`src/rtl/cfp_pkg.sv`:
```
package cfp_pkg;

  localparam int unsigned NUM_MODES = 8;

  typedef logic [2:0] mode_t;

  // index = {cal_sel, rate_sel}
  localparam mode_t MODE_HF   = 3'b011;
  localparam mode_t MODE_DUTY = 3'b001;

  // calibration multiple over the slow output, per mode index
  function automatic int unsigned mode_mult(input int unsigned idx);
    int unsigned m;
    case (idx)
      0:       m = 128;
      1:       m = 64;
      2:       m = 64;
      3:       m = 2048;
      4:       m = 160;
      5:       m = 80;
      6:       m = 40;
      default: m = 16;
    endcase
    return m;
  endfunction

  // relative slow-output threshold for a base-rate select value
  function automatic int unsigned rate_weight(input int unsigned rate);
    return 32'd8 >> (rate % 4);
  endfunction

endpackage

```
`src/rtl/cfp_accum.sv`:
```
module cfp_accum
  import cfp_pkg::*;
#(
  parameter int unsigned PW     = 14,
  parameter int unsigned UNIT   = 20971520,
  parameter int unsigned NOLOAD = 4,
  parameter int unsigned AW     = 26
) (
  input  logic          clk,
  input  logic          rst_n,
  input  logic          smp_valid,
  input  logic [PW-1:0] smp_power,
  input  mode_t         mode,
  output logic          fire
);

  logic [AW-1:0] thr_tab [NUM_MODES];

  for (genvar g = 0; g < NUM_MODES; g++) begin : g_thr
    localparam longint unsigned TV =
      (64'(UNIT) * 64'(rate_weight(unsigned'(g)))) / 64'(mode_mult(unsigned'(g)));
    assign thr_tab[g] = AW'(TV);
  end

  logic [AW-1:0] acc_q, acc_d, sum_w, thr_w;
  logic          take_w;
  logic          acc_en;

  always_comb begin
    thr_w  = thr_tab[mode];
    sum_w  = acc_q + AW'(smp_power);
    take_w = smp_valid && (smp_power >= PW'(NOLOAD));
    acc_en = take_w;
    acc_d  = acc_q;
    fire   = 1'b0;
    if (take_w) begin
      if (sum_w >= thr_w) begin
        fire  = 1'b1;
        acc_d = sum_w - thr_w;
      end else begin
        acc_d = sum_w;
      end
    end
  end

  always_ff @(posedge clk or negedge rst_n) begin
    if (!rst_n) begin
      acc_q <= '0;
    end else if (acc_en) begin
      acc_q <= acc_d;
    end
  end

endmodule

```
`src/rtl/cfp_period.sv`:
```
module cfp_period #(
  parameter int unsigned CW   = 8,
  parameter int unsigned PMAX = 200
) (
  input  logic          clk,
  input  logic          rst_n,
  input  logic          fire,
  output logic [CW-1:0] period
);

  logic [CW-1:0] cnt_q, cnt_d;
  logic          sat_w;

  always_comb begin
    sat_w  = (cnt_q == CW'(PMAX));
    period = sat_w ? cnt_q : cnt_q + CW'(1);
    if (fire) begin
      cnt_d = '0;
    end else if (sat_w) begin
      cnt_d = cnt_q;
    end else begin
      cnt_d = cnt_q + CW'(1);
    end
  end

  always_ff @(posedge clk or negedge rst_n) begin
    if (!rst_n) begin
      cnt_q <= CW'(PMAX);
    end else begin
      cnt_q <= cnt_d;
    end
  end

endmodule

```
`src/rtl/cfp_shaper.sv`:
```
module cfp_shaper
  import cfp_pkg::*;
#(
  parameter int unsigned CW       = 8,
  parameter int unsigned PMAX     = 200,
  parameter int unsigned WIDE_CYC = 100,
  parameter int unsigned HF_CYC   = 1
) (
  input  logic          clk,
  input  logic          rst_n,
  input  logic          fire,
  input  logic [CW-1:0] period,
  input  mode_t         mode,
  output logic          cf_out,
  output logic          issued
);

  logic [CW:0]   twice_w;
  logic [CW-1:0] w_calc;

  always_comb begin
    twice_w = {period, 1'b0};
    if (mode == MODE_HF) begin
      w_calc = CW'(HF_CYC);
    end else if (period >= CW'(PMAX)) begin
      w_calc = CW'(WIDE_CYC);
    end else if (mode == MODE_DUTY) begin
      w_calc = CW'(twice_w / (CW+1)'(3));
    end else begin
      w_calc = period >> 1;
    end
    if (w_calc == '0) begin
      w_calc = CW'(1);
    end
  end

  logic          cf_q, cf_d;
  logic [CW-1:0] cnt_q, cnt_d;
  logic          pend_q, pend_d;
  logic [CW-1:0] pend_w_q, pend_w_d;
  logic          pend_w_en;
  logic          iss_q, iss_d;

  always_comb begin
    cf_d      = cf_q;
    cnt_d     = cnt_q;
    pend_d    = pend_q;
    pend_w_d  = pend_w_q;
    pend_w_en = 1'b0;
    iss_d     = 1'b0;
    if (cf_q) begin
      if (cnt_q == '0) begin
        cf_d = 1'b0;
      end else begin
        cnt_d = cnt_q - CW'(1);
      end
      if (fire) begin
        pend_d    = 1'b1;
        pend_w_d  = w_calc;
        pend_w_en = 1'b1;
      end
    end else if (pend_q) begin
      cf_d   = 1'b1;
      cnt_d  = pend_w_q - CW'(1);
      iss_d  = 1'b1;
      pend_d = fire;
      if (fire) begin
        pend_w_d  = w_calc;
        pend_w_en = 1'b1;
      end
    end else if (fire) begin
      cf_d  = 1'b1;
      cnt_d = w_calc - CW'(1);
      iss_d = 1'b1;
    end
  end

  always_ff @(posedge clk or negedge rst_n) begin
    if (!rst_n) begin
      cf_q   <= 1'b0;
      cnt_q  <= '0;
      pend_q <= 1'b0;
      iss_q  <= 1'b0;
    end else begin
      cf_q   <= cf_d;
      cnt_q  <= cnt_d;
      pend_q <= pend_d;
      iss_q  <= iss_d;
    end
  end

  always_ff @(posedge clk or negedge rst_n) begin
    if (!rst_n) begin
      pend_w_q <= '0;
    end else if (pend_w_en) begin
      pend_w_q <= pend_w_d;
    end
  end

  assign cf_out = cf_q;
  assign issued = iss_q;

endmodule

```
`src/rtl/cal_pulse_gen.sv`:
```
module cal_pulse_gen
  import cfp_pkg::*;
#(
  parameter int unsigned PW       = 14,
  parameter int unsigned UNIT     = 20971520,
  parameter int unsigned NOLOAD   = 4,
  parameter int unsigned WIDE_CYC = 100,
  parameter int unsigned HF_CYC   = 1
) (
  input  logic          clk,
  input  logic          rst_n,
  input  logic          smp_valid,
  input  logic [PW-1:0] smp_power,
  input  logic          cal_sel,
  input  logic [1:0]    rate_sel,
  output logic          cal_pulse,
  output logic          cal_issued
);

  localparam int unsigned PMAX = 2 * WIDE_CYC;
  localparam int unsigned CW   = $clog2(PMAX + 1);
  localparam int unsigned AW   = $clog2(UNIT) + 1;

  logic [1:0] rst_pipe_q;
  logic       rst_core_n;

  always_ff @(posedge clk or negedge rst_n) begin
    if (!rst_n) begin
      rst_pipe_q <= '0;
    end else begin
      rst_pipe_q <= {rst_pipe_q[0], 1'b1};
    end
  end

  assign rst_core_n = rst_pipe_q[1];

  mode_t         mode_w;
  logic          fire_w;
  logic [CW-1:0] period_w;

  assign mode_w = {cal_sel, rate_sel};

  cfp_accum #(
    .PW(PW), .UNIT(UNIT), .NOLOAD(NOLOAD), .AW(AW)
  ) u_accum (
    .clk       (clk),
    .rst_n     (rst_core_n),
    .smp_valid (smp_valid),
    .smp_power (smp_power),
    .mode      (mode_w),
    .fire      (fire_w)
  );

  cfp_period #(
    .CW(CW), .PMAX(PMAX)
  ) u_period (
    .clk    (clk),
    .rst_n  (rst_core_n),
    .fire   (fire_w),
    .period (period_w)
  );

  cfp_shaper #(
    .CW(CW), .PMAX(PMAX), .WIDE_CYC(WIDE_CYC), .HF_CYC(HF_CYC)
  ) u_shaper (
    .clk    (clk),
    .rst_n  (rst_core_n),
    .fire   (fire_w),
    .period (period_w),
    .mode   (mode_w),
    .cf_out (cal_pulse),
    .issued (cal_issued)
  );

endmodule

```
`config.mk`:
```
export PLATFORM = sky130hd
export DESIGN_NAME = cal_pulse_gen
export DESIGN_NICKNAME = d
export VERILOG_FILES = /design/src/rtl/cfp_pkg.sv /design/src/rtl/cfp_accum.sv /design/src/rtl/cfp_period.sv /design/src/rtl/cfp_shaper.sv /design/src/rtl/cal_pulse_gen.sv
export SDC_FILE = /design/constraint.sdc
export NUM_CORES = 1
export LEC_CHECK = 0
export BUFFER_PORTS_ARGS = -buffer_cell sky130_fd_sc_hd__buf_2
export CAP_MARGIN = 20
export CORE_MARGIN = 3
export CORE_UTILIZATION = 25
export CTS_BUF_LIST = sky130_fd_sc_hd__clkbuf_8
export DETAILED_ROUTE_END_ITERATION = 6
export HOLD_SLACK_MARGIN = 0.05
export PLACE_DENSITY_LB_ADDON = 0.05
export RECOVER_POWER = 25
export SETUP_SLACK_MARGIN = 0.4
export SYNTH_ARGS = -nofsm -noshare
export SYNTH_HDL_FRONTEND = slang
export SYNTH_HIERARCHICAL = 1
export SYNTH_SLANG_ARGS = --single-unit
```
`constraint.sdc`:
```
create_clock -name clk -period 2.4 [get_ports clk]
set_input_delay 0.24 -clock clk [delete_from_list [all_inputs] [get_ports clk]]
set_output_delay 0.24 -clock clk [all_outputs]
set_load 0.005 [all_outputs]
```
# After elaboration in Yosys (flattened, before gate mapping)
# Memories as Yosys holds them, arrays and structs flattened.
# Index checks and enable logic that the tools add are counted.
[word_totals]
register_bits = 55
rom_bits = 208
in_bits = 20
out_inout_bits = 2
word_cells = 61
memories = 1
[mem_list]
columns = ["memory", "words", "word_bits", "rd", "rd_clocked_by_memory_dff", "write_ports", "line", "text"]
rows = [
  ["(name not given)", 8, 26, 1, 0, 0, "cfp_accum.sv:30", "thr_w = thr_tab[mode];"],
]
[classes]
addsub = 6
div = 1
magnitude_cmp = 4
n_eq_ne = 5
n_mux = 28
n_bitwise = 1
reduce_logical = 7
[op_table]
columns = ["cell", "n"]
rows = [
  ["$mux W8", 13],
  ["$mux W26", 3],
  ["$add A26 B14 Y26", 1],
  ["$ge A26 B26 Y1", 1],
  ["$sub A26 B26 Y26", 1],
  ["$sub A8 B1 Y8 const B", 3],
  ["$logic_not A8 Y1", 2],
  ["$ge A14 B3 Y1 const B", 1],
  ["$mux W1", 12],
  ["$div A9 B2 Y9 const B", 1],
  ["$add A8 B1 Y8 const B", 1],
  ["$eq A8 B8 Y1 const B", 1],
  ["$ge A8 B8 Y1 const B", 1],
  ["$ge A4 B4 Y1 const B", 1],
  ["$not A3 Y4", 1],
  ["$reduce_and A2 Y1", 2],
  ["$eq A3 B1 Y1 const B", 1],
  ["$eq A3 B2 Y1 const B", 1],
  ["$reduce_bool A3 Y1", 1],
  ["$ne A2 B1 Y1 const B", 1],
  ["$ne A2 B2 Y1 const B", 1],
  ["$reduce_bool A2 Y1", 1],
  ["$logic_and A1 B1 Y1", 1],
]

# Longest topological paths before layout
[logic_depth]
word_depth = 12
depth_mapped = 29
mapped_depth_nobuf = 25

# Hierarchy
# The synthesis kept the hierarchy.
[modules_own_cells]
columns = ["module", "n_inst", "cells_each", "area_each_um2", "seq_area_each_um2"]
rows = [
  ["cfp_accum", 1, 397, 3225.6, 650.6],
  ["cfp_shaper", 1, 315, 2371.0, 475.5],
  ["cfp_period", 1, 45, 454.2, 203.9],
  ["cal_pulse_gen", 1, 3, 53.8, 50.0],
]

# Worst setup path before layout
# OpenSTA, ideal clock, no wires.
[synth_path]
kind = "register to register"
startpoint = "reg u_period.cnt_q[0]"
endpoint = "reg u_shaper.cnt_q[6]"
setup_time_ns = 0.136
arrival_time_ns = 5.443
required_ns = 2.264
setup_slack_ns = -3.180
stages_incl_launch_ff = 27
path_buffers = 4
period_less_slack_ns = 5.580
path_cell_list = "dfrtp_1 -> ha_1 -> nand3_2 -> or3_1 -> nand2_1 -> buf_4 -> clkbuf_1 -> clkbuf_1 -> ha_1 -> mux2i_1 -> a31oi_4 -> o32ai_2 -> buf_2 -> and2_1 -> or3b_2 -> o21ai_0 -> ha_1 -> nor2b_1 -> mux2i_1 -> a211oi_2 -> o2111ai_1 -> nand2_1 -> ha_1 -> inv_1 -> nor3_2 -> xor2_1 -> a21oi_1"
[synth_via]
elab_chain_len = 12
word_cells_on_any_way = 14
classes_between = "add/sub: 2; div: 1; order compare: 1; eq/ne: 1; mux: 8; reduce/logical: 1"
[synth_rtl]
columns = ["item", "line", "text"]
rows = [
  ["start, declared", "cfp_period.sv:11", "logic [CW-1:0] cnt_q, cnt_d;"],
  ["start signal, assigned", "cfp_period.sv:28", "cnt_q <= CW'(PMAX);"],
  ["start signal, assigned", "cfp_period.sv:30", "cnt_q <= cnt_d;"],
  ["$add A8 B1 Y8 / $eq A8 B8 Y1 (equally long branches)", "cfp_period.sv:16, cfp_period.sv:15", ""],
  ["$mux W8 *", "cfp_period.sv:16", "period = sat_w ? cnt_q : cnt_q + CW'(1);"],
  ["via period_w[6]", "cal_pulse_gen.sv:39", "logic [CW-1:0] period_w;"],
  ["$div A9 B2 Y9", "cfp_shaper.sv:28", "w_calc = CW'(twice_w / (CW+1)'(3));"],
  ["$mux W8", "cfp_shaper.sv:27", "end else if (mode == MODE_DUTY) begin"],
  ["$mux W8 *", "cfp_shaper.sv:25", "end else if (period >= CW'(PMAX)) begin"],
  ["$mux W8 *", "cfp_shaper.sv:23", "if (mode == MODE_HF) begin"],
  ["$logic_not A8 Y1", "cfp_shaper.sv:32", "if (w_calc == '0) begin"],
  ["$mux W8 *", "cfp_shaper.sv:32", ""],
  ["$sub A8 B1 Y8 *", "cfp_shaper.sv:73", "cnt_d = w_calc - CW'(1);"],
  ["$mux W8 *", "cfp_shaper.sv:71", "end else if (fire) begin"],
  ["$mux W8 *", "cfp_shaper.sv:62", "end else if (pend_q) begin"],
  ["$mux W8 *", "cfp_shaper.sv:51", "if (cf_q) begin"],
  ["end signal, assigned", "cfp_shaper.sv:86", "cnt_q <= cnt_d;"],
  ["end, declared", "cfp_shaper.sv:38", "logic [CW-1:0] cnt_q, cnt_d;"],
]
# Mark *: on every way through the listed nets, which the timed path passes. The rest lies on a longest branch. The select of a mux whose other input is x is not followed.
# A chain may end at the register's enable or synchronous reset.

# Final worst setup path
# Ends and elaborated chain as after synthesis.

==> impl_metrics.ini <==
[final_layout]
final_common_cell = buf_4
fin_nets = 1148
syn_to_final_growth_pct = 72.5
post-route-util_pct = 44.3
final_cell_mix = 307 x buf_4, 65 x nand2_1, 49 x dfrtp_1
n_antenna_cell = 0
drive_above_1_share_pct = 53.9

[cts]
cts_sinks = 55
worstSkewPairLatency_ns = 0.35
clk_pin_slew_ns = 0.13
cts_buffers = 5
cts_tree = done
cts.htree.levels = 2
cts_buffer_depth = 2
cts-root-buf = clkbuf_8

[grt]
grt_pass1_vias = 7259
grt_max_degree = 54
gr-total-overflow = 0
grt_pass1_wl_mm = 38.3
antenna_found_initial = 0
grtUsageTotal_pct = 17.9

[synth]
synth_cells = 760
synthArstFlopShare_pct = 100
synth_area_um2 = 6100
synth-seq-area-share_pct = 22.6
synth_warnings = 6
synthesis.nets = 807
synth_cell_types = 104
ys.flop_type = dfrtp_1
synth-seq-cells = 55
syn_area_per_cell_um2 = 8.03
synth_edf_count = 0

[drt]
wl_per_cell_um = 16.7
wl_mm = 23.8
firstDrtPassIters = 5
postRouteAntennaNets = 0
drcViolationCount = 0
drt_iter0_markers = 329
num_vias = 7122
vias_per_cell = 5.01

[sta]
slew_headroom_pct = -1.19
finClkSkew_ns = 0.0259
finalHoldViolations = 0
holdWs_ns = 0.199
rsz0062_at_grt = true
fmax_mhz = 221
fin_crit_ns = 4.53
tightest_slew_ns = 1.52
drv_slew = 54
fin_crit_sh_pct = 189
setup_violations = 43
finalWorstSetupSlack_ns = -2.13

[critical_path]
r2r_slack_ns = -2.13
reg2reg_depth = 25
start_kind = register
startpoint = u_period/cnt_q[0]
cp_num_cells = 25
crit_family = simple AND/OR/NAND/NOR gates
critPathCapture = u_shaper/cnt_q[6]
path_common_cell = ha_4
worst_r2r_endpoint = u_shaper/cnt_q[6]
crit_required_ns = 2.64
crit_arrival_ns = 4.77
crit_slowest_cell = dfrtp_2
crit_buf_inv = 3
worst-setup-path-type = reg -> reg
cp-end-kind = register
rr_startpoint = u_period/cnt_q[0]
max_stage_delay_ns = 0.47
path_max_fanout = 5

[power]
finalPower_mw = 10.5
power_density_nw_per_um2 = 993
ir_worst_vdd_uv = 382
total_leakage_power_nw = 4.47

[placed_design]
dpl.hpwl_mm = 18.5
gp_congestion = 0.877
place_ws_ns = -2.60
port_buffers = 21

[die]
num_rows = 56
die_y_um = 162
initial_core_util_pct = 25.7
ioPinCount = 22
core_um2 = 23800
fp.dieW_um = 162
die-area_um2 = 26300

[run_status]
status = finished with violations
violations = capacitance limit, slew limit, setup timing

[flow_run]
max-cap-violations = 1

[min_path]
worst_hold_path_type = in -> async
## layout make-up
| type | instances | area [µm²] |
|---|---|---|
| clock buffer | 5 | 68.8 |
| inverter | 23 | 90.1 |
| fill | 2364 | 13200 |
| multi-input combinational | 645 | 5610 |
| tap | 319 | 399 |
| clock inverter | 3 | 27.5 |
| timing repair buffer | 371 | 2960 |
| sequential | 55 | 1380 |
## where the power goes
| part | switching (mW) | internal, mW |
|---|---|---|
| Clock | 0.402 | 0.217 |
| Combinational | 3.96 | 4.43 |
| Sequential | 0.243 | 1.21 |
| Total | 4.60 | 5.86 |
## cells in the mapped netlist, types with 5 or more instances
master | instances | area (µm²)
nand2_1 | 81 | 304
nor2_1 | 54 | 203
a21oi_1 | 52 | 260
dfrtp_1 | 52 | 1300
o21ai_0 | 45 | 225
nand3_1 | 30 | 150
ha_1 | 26 | 325
xnor2_1 | 24 | 210
inv_1 | 21 | 78.8
and3_1 | 16 | 100
clkbuf_1 | 16 | 60.1
nor2b_1 | 16 | 100
buf_2 | 15 | 75.1
xor2_1 | 15 | 131
or3_1 | 14 | 87.6
nand2b_1 | 13 | 81.3
nand4_1 | 13 | 81.3
nor3_1 | 13 | 65.1
o211ai_1 | 13 | 97.6
mux2_2 | 12 | 135
nor4_1 | 12 | 75.1
a21o_1 | 10 | 75.1
a211oi_1 | 9 | 67.6
and2_1 | 9 | 56.3
mux2i_1 | 8 | 80.1
o21ai_1 | 7 | 35.0
a31oi_1 | 6 | 37.5
o22ai_1 | 6 | 37.5
a211oi_2 | 5 | 62.6
a21oi_2 | 5 | 43.8
a22oi_1 | 5 | 37.5
a31o_2 | 5 | 43.8
o21a_1 | 5 | 37.5
o31ai_1 | 5 | 37.5
## sequential cells by signal, summed over array words and instances (netlist names)
| register | count |
|---|---|
| rst_pipe_q | 2 |
| u_accum/acc_q | 26 |
| u_period/cnt_q | 8 |
| u_shaper/cf_out | 1 |
| u_shaper/cnt_q | 8 |
| u_shaper/issued | 1 |
| u_shaper/pend_q | 1 |
| u_shaper/pend_w_q | 8 |
## worst reg2reg max path, stage by stage (launching register included)
cell       delay, ns
dfrtp_2         0.47
ha_4            0.18
nand3_4         0.08
or3_4           0.36
nand2_4         0.08
ha_4            0.19
buf_12          0.11
mux2i_4         0.27
a31oi_4         0.09
buf_4           0.17
nand3_1         0.12
o211a_4         0.20
nand3_4         0.07
or3b_4          0.39
o21ai_2         0.06
ha_1            0.25
nor2b_1         0.12
mux2i_1         0.10
a211oi_2        0.26
o2111ai_2       0.19
nand2_2         0.14
ha_4            0.17
inv_2           0.04
nor3_4          0.11
xor2_1          0.16
a21oi_1         0.08
## cells by family after synthesis
family	synth area share, %
compound gates	28.8
other cells	0.0614
buf+inv	4.30
xor+xnor	5.86
flops	22.6
fa+ha+maj	5.82
mux	3.89
simple gates	28.6
## what timing repair did
item	CTS	global route
hold buffers	1	0
endpoints found under the hold margin	2	0
resized for setup	110	83
endpoints found under the setup margin	47	48
pin swaps	54	34
setup buffers	34	18
## metrics by stage
stage | cells | TNS (ns) | instance area, µm²
floorplan | 760 | -64.67 | 6470
global placement | 1360 | -78.33 | 9030
detailed placement | 1360 | -81.27 | 9030
CTS | 1403 | -75.74 | 9970
global route | 1421 | -82.58 | 10500
finish | 1421 | -72.76 | 10500
## how the worst min path moves through the flow
| stage | from | endpoint | slack, ns | depth (start not counted) |
|---|---|---|---|---|
| CTS | rst_n | rst_pipe_q[1] | 0.18 | 2 |
| global placement | rst_n | rst_pipe_q[0] | 0.02 | 1 |
| finish | rst_n | rst_pipe_q[1] | 0.20 | 2 |
| detailed placement | rst_n | rst_pipe_q[0] | 0.03 | 1 |
| floorplan | rst_n | rst_pipe_q[0] | -0.06 | 0 |
| global route | rst_n | rst_pipe_q[1] | 0.20 | 2 |
## routing by layer
layer  up-vias  part of all wire, %  track usage [%]
met3        12                  2.2             1.73
met4         0                 0.76             2.37
li1       3532                    -                -
met2        89                   49             30.5
met1      3489                   48             25.1
met5         -                    0                0
No activity file was read; power rests on OpenSTA's default activity.
